**src/rtl/gpio_bank.sv**
```systemverilog
module gpio_bank #(
  parameter int NPINS = 32
) (
  input  logic             clk,
  input  logic             rst_n,
  input  logic             bus_wr,
  input  logic [7:0]       bus_addr,
  input  logic [31:0]      bus_wdata,
  output logic [31:0]      bus_rdata,
  input  logic [NPINS-1:0] pin_i,
  output logic [NPINS-1:0] pin_o,
  output logic [NPINS-1:0] pin_oe_o,
  output logic [NPINS-1:0] pu_en_o,
  output logic [NPINS-1:0] pd_en_o,
  output logic             irq_o
);
  localparam int W = NPINS;
  localparam logic [7:0] A_DATA  = 8'h00;
  localparam logic [7:0] A_DEN   = 8'h04;
  localparam logic [7:0] A_DIR   = 8'h08;
  localparam logic [7:0] A_PUOFF = 8'h0C;
  localparam logic [7:0] A_PDON  = 8'h10;
  localparam logic [7:0] A_SENSE = 8'h14;
  localparam logic [7:0] A_BOTH  = 8'h18;
  localparam logic [7:0] A_POL   = 8'h1C;
  localparam logic [7:0] A_IEN   = 8'h20;
  localparam logic [7:0] A_RAW   = 8'h24;
  localparam logic [7:0] A_MSK   = 8'h28;
  localparam logic [7:0] A_CLR   = 8'h2C;

  logic [W-1:0] out_q, den_q, dir_q, puoff_q, pdon_q;
  logic [W-1:0] sense_q, both_q, pol_q, ien_q, raw_q, raw_d;
  logic [W-1:0] s1_q, s2_q, s3_q, edge_hit, masked;
  logic [W-1:0] wd;
  logic         we_clr;

  assign wd     = bus_wdata[W-1:0];
  assign we_clr = bus_wr && (bus_addr == A_CLR);
  assign masked = raw_q & ien_q;

  assign pin_o    = out_q;
  assign pin_oe_o = dir_q;
  assign pu_en_o  = ~puoff_q;
  assign pd_en_o  = pdon_q;
  assign irq_o    = |masked;

  for (genvar i = 0; i < W; i++) begin : g_pin
    logic rise, fall, act, hit;
    assign rise        = s2_q[i] & ~s3_q[i];
    assign fall        = ~s2_q[i] & s3_q[i];
    assign act         = pol_q[i] ? s2_q[i] : ~s2_q[i];
    assign hit         = both_q[i] ? (rise | fall) : (pol_q[i] ? rise : fall);
    assign edge_hit[i] = ~sense_q[i] & hit;
    assign raw_d[i]    = sense_q[i] ? act
                                    : (hit | (raw_q[i] & ~(we_clr & wd[i])));
  end

  always_ff @(posedge clk or negedge rst_n) begin
    if (!rst_n) begin
      out_q <= '0; den_q <= '0; dir_q <= '0; puoff_q <= '0; pdon_q <= '0;
      sense_q <= '0; both_q <= '0; pol_q <= '0; ien_q <= '0; raw_q <= '0;
      s1_q <= '0; s2_q <= '0; s3_q <= '0;
    end else begin
      s1_q  <= pin_i;
      s2_q  <= s1_q;
      s3_q  <= s2_q;
      raw_q <= raw_d;
      if (bus_wr) begin
        case (bus_addr)
          A_DATA:  out_q   <= (out_q & ~den_q) | (wd & den_q);
          A_DEN:   den_q   <= wd;
          A_DIR:   dir_q   <= wd;
          A_PUOFF: puoff_q <= wd;
          A_PDON:  pdon_q  <= wd;
          A_SENSE: sense_q <= wd;
          A_BOTH:  both_q  <= wd;
          A_POL:   pol_q   <= wd;
          A_IEN:   ien_q   <= wd;
          default: ;
        endcase
      end
    end
  end

  always_comb begin
    bus_rdata = '0;
    case (bus_addr)
      A_DATA:  bus_rdata[W-1:0] = (dir_q & out_q) | (~dir_q & s2_q);
      A_DEN:   bus_rdata[W-1:0] = den_q;
      A_DIR:   bus_rdata[W-1:0] = dir_q;
      A_PUOFF: bus_rdata[W-1:0] = puoff_q;
      A_PDON:  bus_rdata[W-1:0] = pdon_q;
      A_SENSE: bus_rdata[W-1:0] = sense_q;
      A_BOTH:  bus_rdata[W-1:0] = both_q;
      A_POL:   bus_rdata[W-1:0] = pol_q;
      A_IEN:   bus_rdata[W-1:0] = ien_q;
      A_RAW:   bus_rdata[W-1:0] = raw_q;
      A_MSK:   bus_rdata[W-1:0] = masked;
      default: ;
    endcase
  end

  p_dir_write_r1: assert property (@(posedge clk) disable iff (!rst_n)
    (bus_wr && bus_addr == A_DIR) |=> pin_oe_o == $past(wd));

  p_data_gate_r2: assert property (@(posedge clk) disable iff (!rst_n)
    (bus_wr && bus_addr == A_DATA) |=>
      pin_o == (($past(pin_o) & ~$past(den_q)) | ($past(wd) & $past(den_q))));

  p_clear_edge_r9: assert property (@(posedge clk) disable iff (!rst_n)
    we_clr |=> (raw_q & $past(wd & ~sense_q & ~edge_hit)) == '0);

  p_set_wins_r10: assert property (@(posedge clk) disable iff (!rst_n)
    (edge_hit != '0) |=> (raw_q & $past(edge_hit)) == $past(edge_hit));

  p_ien_off_r8: assert property (@(posedge clk) disable iff (!rst_n)
    (bus_wr && bus_addr == A_IEN && wd == '0) |=> !irq_o);
endmodule

```
**config.mk**
```make
export PLATFORM = sky130hd
export DESIGN_NAME = gpio_bank
export DESIGN_NICKNAME = d
export VERILOG_FILES = /design/src/rtl/gpio_bank.sv
export SDC_FILE = /design/constraint.sdc
export NUM_CORES = 1
export LEC_CHECK = 0
export BUFFER_PORTS_ARGS = -buffer_cell sky130_fd_sc_hd__buf_2
export CORE_ASPECT_RATIO = 2
export CORE_MARGIN = 1
export CORE_UTILIZATION = 60
export CTS_CLUSTER_SIZE = 8
export DETAILED_ROUTE_END_ITERATION = 6
export GPL_TIMING_DRIVEN = 0
export MAX_ROUTING_LAYER = met4
export PLACE_DENSITY_LB_ADDON = 0.08
export SYNTH_ARGS = -nofsm -noshare
export SYNTH_HDL_FRONTEND = slang
export SYNTH_SLANG_ARGS = --single-unit
```
**constraint.sdc**
```tcl
create_clock -name clk -period 3.5 [get_ports clk]
set_input_delay 0.35 -clock clk [delete_from_list [all_inputs] [get_ports clk]]
set_output_delay 0.35 -clock clk [all_outputs]
set_load 0.05 [all_outputs]
```
==> results of run 1 <==
-- layer usage --
layer  wire, um  vias up
met1      22600     7944
met5          0        -
met4       5890        0
met2      33900      813
met3       4910      321
li1           -     6540
-- per-stage QoR --
step | TNS (ns) | area [um2] | hold WS [ns] | power, uW | setup WS (ns)
after floorplan | 0 | 20300 | 0.0544 | 6080 | 0.540
after global placement | -2510.20 | 21800 | 0.333 | 6540 | -6.09
after detailed placement | -1.15 | 21900 | 0.330 | 6600 | -0.228
after CTS | 0 | 23800 | 0.121 | 11500 | 0.0542
after global routing | 0 | 23800 | 0.158 | 11800 | 0.0200
final | -0.00407 | 23800 | 0.123 | 11500 | -0.00342
-- placed cells by master (no fill, tap or decap), types with 42 or more instances in the layout --
| master | count |
|---|---|
| clkbuf_16 | 58 |
| ha_1 | 64 |
| a21oi_1 | 55 |
| nor2b_1 | 42 |
| o21ai_0 | 44 |
| clkbuf_1 | 52 |
| buf_2 | 243 |
| nand2_1 | 88 |
| inv_1 | 99 |
| mux2_2 | 286 |
| dfrtp_1 | 416 |
-- worst reg2reg max path, cell delays in order, from the launching register on --
cell and delay, ns:
dfrtp_1 0.45, inv_1 0.10, ha_1 0.20, nor2b_1 0.13, a211oi_1 0.26, a21oi_1 0.11, o31a_1 0.25
-- sequential cells by signal, summed over array words and instances (netlist names), named ones only --
register  count
s2_q         32
s1_q         32
s3_q         32
pol_q        32
den_q        32
pd_en_o      32
sense_q      32
both_q       32
raw_q        32
puoff_q      32
pin_oe_o     32
ien_q        32
-- power groups by stage --
stage	clock [uW]	combinational [uW]	sequential [uW]
finish	4880	1270	5320
detailed placement	0	1220	5380
global route	5090	1350	5330
CTS	4910	1260	5300
floorplan	0	670	5410
global placement	0	1170	5370
-- repair_timing --
item | CTS | global route
pin swaps | 1 | 1
buffers inserted | 0 | 2
endpoints found under the setup margin | 14 | 7
gates cloned | 0 | 0
resized for setup | 4 | 2
hold buffers | 33 | 0
endpoints found under the hold margin | 99 | 0
-- synthesized netlist by cell type (9+ instances only) --
library cell,number
a211oi_1,34
a21boi_0,34
a21oi_1,55
a22o_1,15
a22oi_1,26
a32oi_1,28
buf_2,46
clkbuf_1,58
dfrtp_1,416
ha_1,64
inv_1,99
mux2_1,26
mux2_2,286
mux2i_1,20
mux4_2,16
nand2_1,88
nand2b_1,24
nand3_1,19
nor2_1,11
nor2b_1,42
o21ai_0,44
o22ai_1,9
o31a_1,33
or3b_2,11
xor2_1,32
-- cell families (layout without fill, tap and decap cells) --
logic type,count (synthesis),after routing
AOI/OAI and AO/OA,342,342
xor gates and xnor gates,32,32
adders and majority gates,64,64
buffers and inverters,216,513
DFF,416,416
muxes,348,348
other,0,3
and+or+nand+nor,237,237
-- cell type report --
type	count	area (um2)
Buffer	115	532
Tap cell	432	541
Timing Repair Buffer	239	1470
Antenna cell	3	7.51
Clock inverter	2	36.3
Fill cell	2366	9260
Clock buffer	58	1450
Inverter	99	372
Sequential cell	416	10400
Multi-Input combinational cell	1023	8970
-- worst max-delay path by stage --
| stage | from | endpoint | slack (ns) | cells after the start |
|---|---|---|---|---|
| final | bus_addr[3] | bus_rdata[15] | -0.003 | 9 |
| after global routing | bus_addr[3] | bus_rdata[22] | 0.02 | 8 |
| after CTS | bus_addr[3] | bus_rdata[19] | 0.05 | 7 |
| after detailed placement | bus_addr[3] | bus_rdata[14] | -0.23 | 8 |
| after global placement | rst_n | s1_q[11]$_DFF_PN0_ | -6.09 | 1 |
| after floorplan | bus_addr[2] | bus_rdata[17] | 0.54 | 7 |
==> run metrics, run 1 <==
max incr delay on CP=0.48 ns; Clk network pwr share=42.6%; share of cells above drive strength 1=32.9%; multiplexer area fraction after synthesis=20.1%; WHS Path Cells=2; reg2reg end=raw_q[20]$_DFF_PN0_; DRC Markers=0; Tmin final=3.50 ns; Net Sw Frac=26.6%; Seq/Total Area, Yosys=51.3%; H-tree levels=2; Ys Warns=0; slowest CP cell=buf_2; # placed instances=2,291; largest net degree at the start of global routing=122; routed len/inst=28.2 um; IR drop worst, VDD=431 uV; largest family of logic cells by synthesized area=multiplexers; Layout Skew=0.0135 ns; Final Cycle Share=100%; Area Growth Syn to Fin=17.3%; Area contributors post-synth=dfrtp_1, mux2_2, ha_1; CP Class=in2out; share of synthesized registers carrying an async set or reset=100%; Hold Crit Class=in2reg; Die W=132 um; final non-filler cell total=2,387; DIE AREA=34,600 um2; CTS Buf Count=57; CP Launch Type=input port; library cells used by synthesis=64; Initial DRC Count=1,144; clock transition at the registers of the reported paths=0.05 ns; Detailed Route WL=67,300 um; critical path, cell by cell=buf_2 -> buf_2 -> buf_2 -> buf_4 -> buf_2 -> nand3_1 -> o31a_1 -> o211ai_1 -> buf_2; xor-xnor portion of the synthesized cell area=1.38%; Leak=0.0116 uW; routability congestion estimate from global placement=0.963; CTS Buffer Depth=3; top cell type by total area after synthesis=dfrtp_1; first-pass GRT wire length=99,000 um; Synth Register Bits=416; worst-case hold path end point=both_q[4]$_DFFE_PN0P_; RSZ-0062 raised after global routing=no; Worst EP arrival=3.15 ns; Synth Area in Compound Gates=12.2%; Net Sw Power=3050 uW; Reg power frac=46.4%; GR Overflow Total=0; Top Family by Delay on Critical Path=buffers and inverters; clock root buffer master=clkbuf_16; Mean Syn Cell Area=12.3 um2; Post-synth EDFFs=0; met2 Usage GRT=67.4%; Gate power share=11.1%; # Max-Cap Violations=0; worst setup margin=-0.00342 ns; main flop type after synthesis=dfrtp_1; most used cell, CP=buf_2; CTS tree=yes; vias per cell=6.54; via count=15,600; post-synth top area share=51.3%; max-slew violation count=0; instance count of the mapped netlist=1,655; Int Pwr=8410 uW; worst path bufs/invs=6; Final nets=2,090; post-route ant nets=0; row cnt=94; r2r setup slk=1.90 ns; pwr/cell area=482 nW/um2; slew margin rel.=16.2%; Worst R2R Path Depth=6; CP endpoint kind=output pin; first-pass detailed-route iteration total=6; grt met3 use=7.77%; Num Clock Sinks=416; IO Pins=236; initial antenna violation count=2; die height=262 um; GR peak layer=met2; GRT Total Usage=40.7%; Syn Nets=1,794; Synth Cell Area=20,300 um2; failing checks=setup timing; hold_sp=bus_wdata[4]; outcome=finished with violations; worst-path maximum fanout=10; Global Route met1 Usage=42.1%; number of global-route vias before repair=16,400; WP data required=3.15 ns; I/O Buffers=199; dpl hpwl=46,300 um; Worst Max-Slew Pin Slew=1.26 ns; Initial Util=61.4%; max frequency=285 MHz; RR Startpoint=s2_q[20]$_DFF_PN0_; Skew-Pair Late Insertion Delay=0.60 ns; Adder-Cell Fraction of Synth Area=3.95%; post-layout util=72.0%; final setup fails=2; final hold vios=0; core area=33,000 um2; Simple-Gate Fraction of Synth Area=6.59%
Note: power is estimated with default switching activity, not from simulation.
==> inputs of run 2 (changes only) <==
--- a/config.mk
+++ b/config.mk
@@ -14,6 +14,7 @@
 export GPL_TIMING_DRIVEN = 0
 export MAX_ROUTING_LAYER = met4
 export PLACE_DENSITY_LB_ADDON = 0.08
+export SLEW_MARGIN = 10
 export SYNTH_ARGS = -nofsm -noshare
 export SYNTH_HDL_FRONTEND = slang
 export SYNTH_SLANG_ARGS = --single-unit
==> constraint.sdc (replaced) <==
create_clock -name clk -period 3.5 [get_ports clk]
set_input_delay 0.35 -clock clk [delete_from_list [all_inputs] [get_ports clk]]
set_output_delay 0.35 -clock clk [all_outputs]
set_load 0.005 [all_outputs]
==> run 2 against run 1 <==
Net effect: critical path type unchanged; the flow still finishes with violations (setup timing); combinational power shrank 17%; maximum frequency is essentially flat; first-iteration DRC count grew 1.3%.
==> run metrics, run 2 (synthesized netlist as in run 1, its figures left out) <==
slew margin rel.=19.0% (was 16.2%); max frequency=285 MHz (about the same); first-pass GRT wire length=98,200 um (was 99,000 um); Int Pwr=8390 uW (was 8410 uW); number of global-route vias before repair=16,300 (was 16,400); clock transition at the registers of the reported paths=0.05 ns (about the same); Initial DRC Count=1,159 (was 1,144); die height=262 um (unchanged); Reg power frac=47.5% (was 46.4%); Worst Max-Slew Pin Slew=1.22 ns (was 1.26 ns); max incr delay on CP=0.54 ns (was 0.48 ns); Clk network pwr share=43.2% (was 42.6%); pwr/cell area=471 nW/um2 (was 482 nW/um2); GRT Total Usage=40.3% (was 40.7%); Final nets=2,089 (was 2,090); post-CTS setup buffer count=0 (unchanged); CP Class=in2out (unchanged); GR Overflow Total=0 (unchanged); first-pass detailed-route iteration total=5 (was 6); I/O Buffers=199 (unchanged); routed len/inst=28.1 um (was 28.2 um); CTS tree=yes (unchanged); DIE AREA=34,600 um2 (unchanged); H-tree levels=2 (unchanged); most used cell, CP=buf_2 (unchanged); dpl hpwl=46,200 um (was 46,300 um); CTS Buffer Depth=3 (unchanged); Initial Util=61.4% (unchanged); Top Family by Delay on Critical Path=buffers and inverters (unchanged); initial antenna violation count=3 (was 2); Die W=132 um (unchanged); Skew-Pair Late Insertion Delay=0.58 ns (was 0.60 ns); Num Clock Sinks=416 (unchanged); Layout Skew=0.0118 ns (was 0.0135 ns); clock root buffer master=clkbuf_16 (unchanged); CP endpoint kind=output pin (unchanged); worst path bufs/invs=6 (unchanged); Detailed Route WL=66,900 um (was 67,300 um); max-slew violation count=0 (unchanged); most frequent cells in the layout=dfrtp_1, mux2_2, buf_2, inv_1, nand2_1 (unchanged); Leak=0.0116 uW (about the same); # Max-Cap Violations=0 (unchanged); Tmin final=3.51 ns (was 3.50 ns); Worst EP arrival=3.16 ns (was 3.15 ns); Net Sw Power=2800 uW (was 3050 uW); Hold Crit Class=in2reg (unchanged); worst slack, placed=-0.0858 ns (was -0.228 ns); failing checks=setup timing (unchanged); worst setup margin=-0.00647 ns (was -0.00342 ns); vias per cell=6.51 (was 6.54); Gate power share=9.4% (was 11.1%); outcome=finished with violations (unchanged); IR drop worst, VDD=417 uV (was 431 uV); routability congestion estimate from global placement=0.963 (unchanged); Net Sw Frac=25.0% (was 26.6%); row cnt=94 (unchanged); final hold vios=0 (unchanged); CP Launch Type=input port (unchanged); IO Pins=236 (unchanged); WP data required=3.15 ns (about the same); share of cells above drive strength 1=32.8% (was 32.9%); CTS Buf Count=57 (unchanged); Final Cycle Share=100% (about the same); core area=33,000 um2 (unchanged); largest net degree at the start of global routing=113 (was 122); via count=15,500 (was 15,600); critical path, cell by cell=buf_2 -> buf_2 -> buf_2 -> buf_2 -> buf_2 -> nand3_1 -> o31a_1 -> o211ai_1 -> buf_2 (was buf_2 -> buf_2 -> buf_2 -> buf_4 -> buf_2 -> nand3_1 -> o31a_1 -> o211ai_1 -> buf_2); RSZ-0062 raised after global routing=no (unchanged); Area Growth Syn to Fin=17.1% (was 17.3%); commonest non-fill, non-tap cell in the layout=dfrtp_1 (unchanged); worst-path maximum fanout=10 (unchanged); slowest CP cell=buf_2 (unchanged); post-route ant nets=0 (unchanged); final setup fails=1 (was 2); Hold Slack=0.136 ns (was 0.123 ns); DRC Markers=0 (unchanged)
## run 2: worst register-to-register path, stage by stage (launching register included)
cell and delay, ns:
dfrtp_1 0.54, inv_1 0.09, ha_1 0.19, nor2b_1 0.12, a211oi_1 0.24, a21oi_1 0.07, o31a_1 0.24
## run 2: power by group through the flow
stage          Sequential [uW]  Clock, uW  Combinational (uW)
2_1_floorplan             5290          0                 582
3_3_place_gp              5370          0                 956
3_5_place_dp              5380          0                1000
4_1_cts                   5300       4870                1040
5_1_grt                   5330       5050                1130
6_report                  5310       4830                1050
## run 2: area by class of cell
cell class	instances	area, um2
sequential	416	10400
fill	2427	9300
multi-input combinational	1023	8980
clock buffer	58	1450
timing repair buffer	236	1450
tap	432	541
buffer	117	536
inverter	99	372
clock inverter	1	16.3
antenna	1	2.50
## run 2: final timing paths
kind / cells after the start / endpoint / slack [ns] / startpoint
min reg2reg: 0 / s2_q[5]$_DFF_PN0_ / 0.35 / s1_q[5]$_DFF_PN0_
min in group asynchronous: 2 / s1_q[5]$_DFF_PN0_ / 0.31 / rst_n
max reg2reg: 6 / raw_q[27]$_DFF_PN0_ / 1.89 / s2_q[27]$_DFF_PN0_
max: 9 / bus_rdata[15] / -0.006 / bus_addr[3]
min: 2 / both_q[4]$_DFFE_PN0P_ / 0.14 / bus_wdata[4]
max in group asynchronous: 5 / s1_q[13]$_DFF_PN0_ / 1.37 / rst_n
## run 2: layer usage
layer | wire length (um) | global-route usage (%)
met1 | 22800 | 42.1
met2 | 33500 | 67.6
met3 | 4690 | 6.75
met4 | 5910 | 32.3
met5 | 0 | -
## run 2: metrics by stage
stage	TNS [ns]	cell area (um2)	util (%)	total power [uW]	std cells
2_1_floorplan	0	20300	-	5870	1655
3_3_place_gp	-2509.45	21800	66.0	6320	2286
3_5_place_dp	-0.397	21900	66.4	6380	2290
4_1_cts	0	23700	71.8	11200	2382
5_1_grt	0	23800	71.9	11500	2383
6_report	-0.00647	23800	71.9	11200	2383
## run 2: what timing repair did
action | in CTS | in global routing
gates cloned | 0 | 0
endpoints found under the hold margin | 99 | 0
pin swaps | 0 | 1
setup endpoints to repair | 8 | 2
resized for setup | 2 | 2
hold buffers | 33 | 0
==> inputs of run 3 (changes only) <==
--- a/config.mk
+++ b/config.mk
@@ -8,7 +8,7 @@
 export BUFFER_PORTS_ARGS = -buffer_cell sky130_fd_sc_hd__buf_2
 export CORE_ASPECT_RATIO = 2
 export CORE_MARGIN = 1
-export CORE_UTILIZATION = 60
+export CORE_UTILIZATION = 45
 export CTS_CLUSTER_SIZE = 8
 export DETAILED_ROUTE_END_ITERATION = 6
 export GPL_TIMING_DRIVEN = 0
==> constraint.sdc (replaced) <==
create_clock -name clk -period 2.9 [get_ports clk]
set_input_delay 0.29 -clock clk [delete_from_list [all_inputs] [get_ports clk]]
set_output_delay 0.29 -clock clk [all_outputs]
set_load 0.005 [all_outputs]
==> run 3 against run 2 <==
Net effect: highest routed layer unchanged; first-iteration DRC count down 33%; the flow finishes with violations (DRC, setup timing); clock skew up 0.0011 ns; count of clock-buffer cells in the layout down 1; critical path depth down 1; critical path type unchanged; worst hold slack worse by 0.085 ns.
==> run metrics, run 3 (synthesized netlist as in run 1, its figures left out) <==
IO Pins=236 (unchanged); row cnt=109 (was 94); final setup fails=2 (was 1); Tmin final=2.92 ns; Gate power share=9.5% (was 9.4%); Fin Setup TNS=-0.0402 ns (was -0.00647 ns); H-tree levels=2 (unchanged); RR Startpoint=s2_q[27]$_DFF_PN0_ (unchanged); Leak=0.0117 uW (was 0.0116 uW); core area=44,300 um2 (was 33,000 um2); Layout Skew=0.0129 ns (was 0.0118 ns); clock root buffer master=clkbuf_16 (unchanged); first-pass GRT wire length=104,000 um (was 98,200 um); commonest non-fill, non-tap cell in the layout=dfrtp_1 (unchanged); CTS tree=yes (unchanged); Detailed Route WL=71,200 um (was 66,900 um); CP endpoint kind=output pin (unchanged); Int Pwr=10,100 uW (was 8390 uW); dpl hpwl=50,500 um (was 46,200 um); Worst Setup EP=bus_rdata[14] (was bus_rdata[15]); first-pass detailed-route iteration total=7 (was 5); Area Growth Syn to Fin=18.6% (was 17.1%); number of global-route vias before repair=15,800 (was 16,300); CTS Buf Count=57 (unchanged); vias per cell=5.97 (was 6.51); Clk network pwr share=43.5% (was 43.2%); Worst EP arrival=2.63 ns (was 3.16 ns); Skew-Pair Late Insertion Delay=0.59 ns (was 0.58 ns); CP Launch Type=input port (unchanged); Net Sw Frac=25.9% (was 25.0%); routed len/inst=28.4 um (was 28.1 um); routability congestion estimate from global placement=0.989 (was 0.963); Num Clock Sinks=416 (unchanged); placed inst area=22,100 um2 (was 21,900 um2); Met3 Wirelength=3640 um (was 4690 um); final hold vios=0 (unchanged); met2 wire len=36,900 um (was 33,500 um); # Max-Cap Violations=0 (unchanged); IR drop worst, VDD=420 uV (was 417 uV); Reg power frac=47.0% (was 47.5%); DIE AREA=46,000 um2 (was 34,600 um2); Worst setup startpoint=bus_addr[2] (was bus_addr[3]); most frequent cells in the layout=dfrtp_1, mux2_2, buf_2, inv_1, nand2_1 (unchanged); Initial DRC Count=773 (was 1,159); outcome=finished with violations (unchanged); WHS Path Cells=2 (unchanged); Die W=152 um (was 132 um); Final Power=13,700 uW (was 11,200 uW); # placed instances=2,413 (was 2,290); worst setup margin=-0.0239 ns (was -0.00647 ns); uppermost layer routed=met4 (unchanged); Net Sw Power=3540 uW (was 2800 uW); CTS Buffer Depth=3 (unchanged); Final nets=2,089 (unchanged); WP data required=2.61 ns (was 3.15 ns); finished layout cell area=24,000 um2 (was 23,800 um2); die height=302 um (was 262 um); reg2reg end=raw_q[27]$_DFF_PN0_ (unchanged); RSZ-0062 raised after global routing=yes (was no); initial antenna violation count=1 (was 3); max frequency=342 MHz; via count=15,000 (was 15,500); Worst Max-Slew Pin Slew=1.16 ns (was 1.22 ns); DRC Markers=72 (was 0); r2r setup slk=1.33 ns (was 1.89 ns); clock transition at the registers of the reported paths=0.05 ns (about the same); pwr/cell area=568 nW/um2 (was 471 nW/um2); WL met1=25,900 um (was 22,800 um); final non-filler cell total=2,507 (was 2,383); failing checks=DRC, setup timing (was setup timing); GRT Total Usage=32.4% (was 40.3%); Hold Crit Class=in2reg (unchanged); share of cells above drive strength 1=34.1% (was 32.8%); GR Overflow Total=0 (unchanged); slew margin rel.=22.8% (was 19.0%); max-slew violation count=0 (unchanged); worst-path maximum fanout=10 (unchanged); I/O Buffers=199 (unchanged); Worst R2R Path Depth=6 (unchanged); Final Cycle Share=101%; Initial Util=45.8% (was 61.4%); CP Class=in2out (unchanged); post-route ant nets=0 (unchanged); largest net degree at the start of global routing=109 (was 113)
[run 3: changes by cell type in the layout (fill, tap and decap cells not counted), sizes merged]
cell | previous run | this run
buf | 262 | 260
clkbuf | 115 | 116
inv | 99 | 101
[run 3: power groups by stage]
| stage | logic, uW | clock network, uW | registers, uW |
|---|---|---|---|
| after floorplan | 703 | 0 | 6380 |
| after CTS | 1310 | 6040 | 6410 |
| after global placement | 1200 | 0 | 6490 |
| after global routing | 1420 | 6260 | 6440 |
| after detailed placement | 1240 | 0 | 6500 |
| final | 1300 | 5940 | 6420 |
[run 3: worst min path at each step]
stage                            start                      to  slack [ns]
finish                    bus_wdata[4]  sense_q[4]$_DFFE_PN0P_        0.05
global route              bus_wdata[4]  sense_q[4]$_DFFE_PN0P_        0.06
CTS                       bus_wdata[4]  sense_q[4]$_DFFE_PN0P_        0.04
detailed placement               rst_n       s2_q[5]$_DFF_PN0_        0.20
global placement    s1_q[18]$_DFF_PN0_      s2_q[18]$_DFF_PN0_        0.33
floorplan                        rst_n               async pin      -0.006
[run 3: routing by layer]
metal,vias to the layer above,GRT usage (%)
li1,6547,-
met1,7665,34.2
met2,535,56.5
met3,231,5.01
met4,0,20.9
met5,-,-
[run 3: what timing repair did]
| action | CTS | global route |
|---|---|---|
| setup endpoints to repair | 33 | 8 |
| gates resized for setup | 35 | 15 |
| endpoints found under the hold margin | 79 | 0 |
| pin swaps | 2 | 1 |
| hold buffers | 33 | 0 |
| setup buffers | 2 | 0 |
[run 3: critical path: stages]
cell      delay [ns]
buf_2           0.21
buf_4           0.31
buf_2           0.38
buf_2           0.39
clkbuf_8        0.33
a31oi_1         0.13
o221ai_1        0.36
buf_2           0.19
[run 3: layout make-up]
type                            instances  area, um2
Tap cell                              555        694
Antenna cell                            1       2.50
Buffer                                115        578
Multi-Input combinational cell       1023       9040
Fill cell                            3898      20300
Clock buffer                           57       1430
Inverter                               99        372
Timing Repair Buffer                  238       1470
Sequential cell                       416      10400
Clock inverter                          3       58.8
[run 3: stage by stage]
step	utilization [%]	setup slack (ns)	hold WS [ns]
after detailed placement	49.9	-0.667	0.203
after CTS	54.2	-0.0431	0.0383
after floorplan	-	0.871	-0.00559
final	54.2	-0.0239	0.0507
after global routing	54.2	-0.0373	0.0612
after global placement	49.6	-7.00	0.332
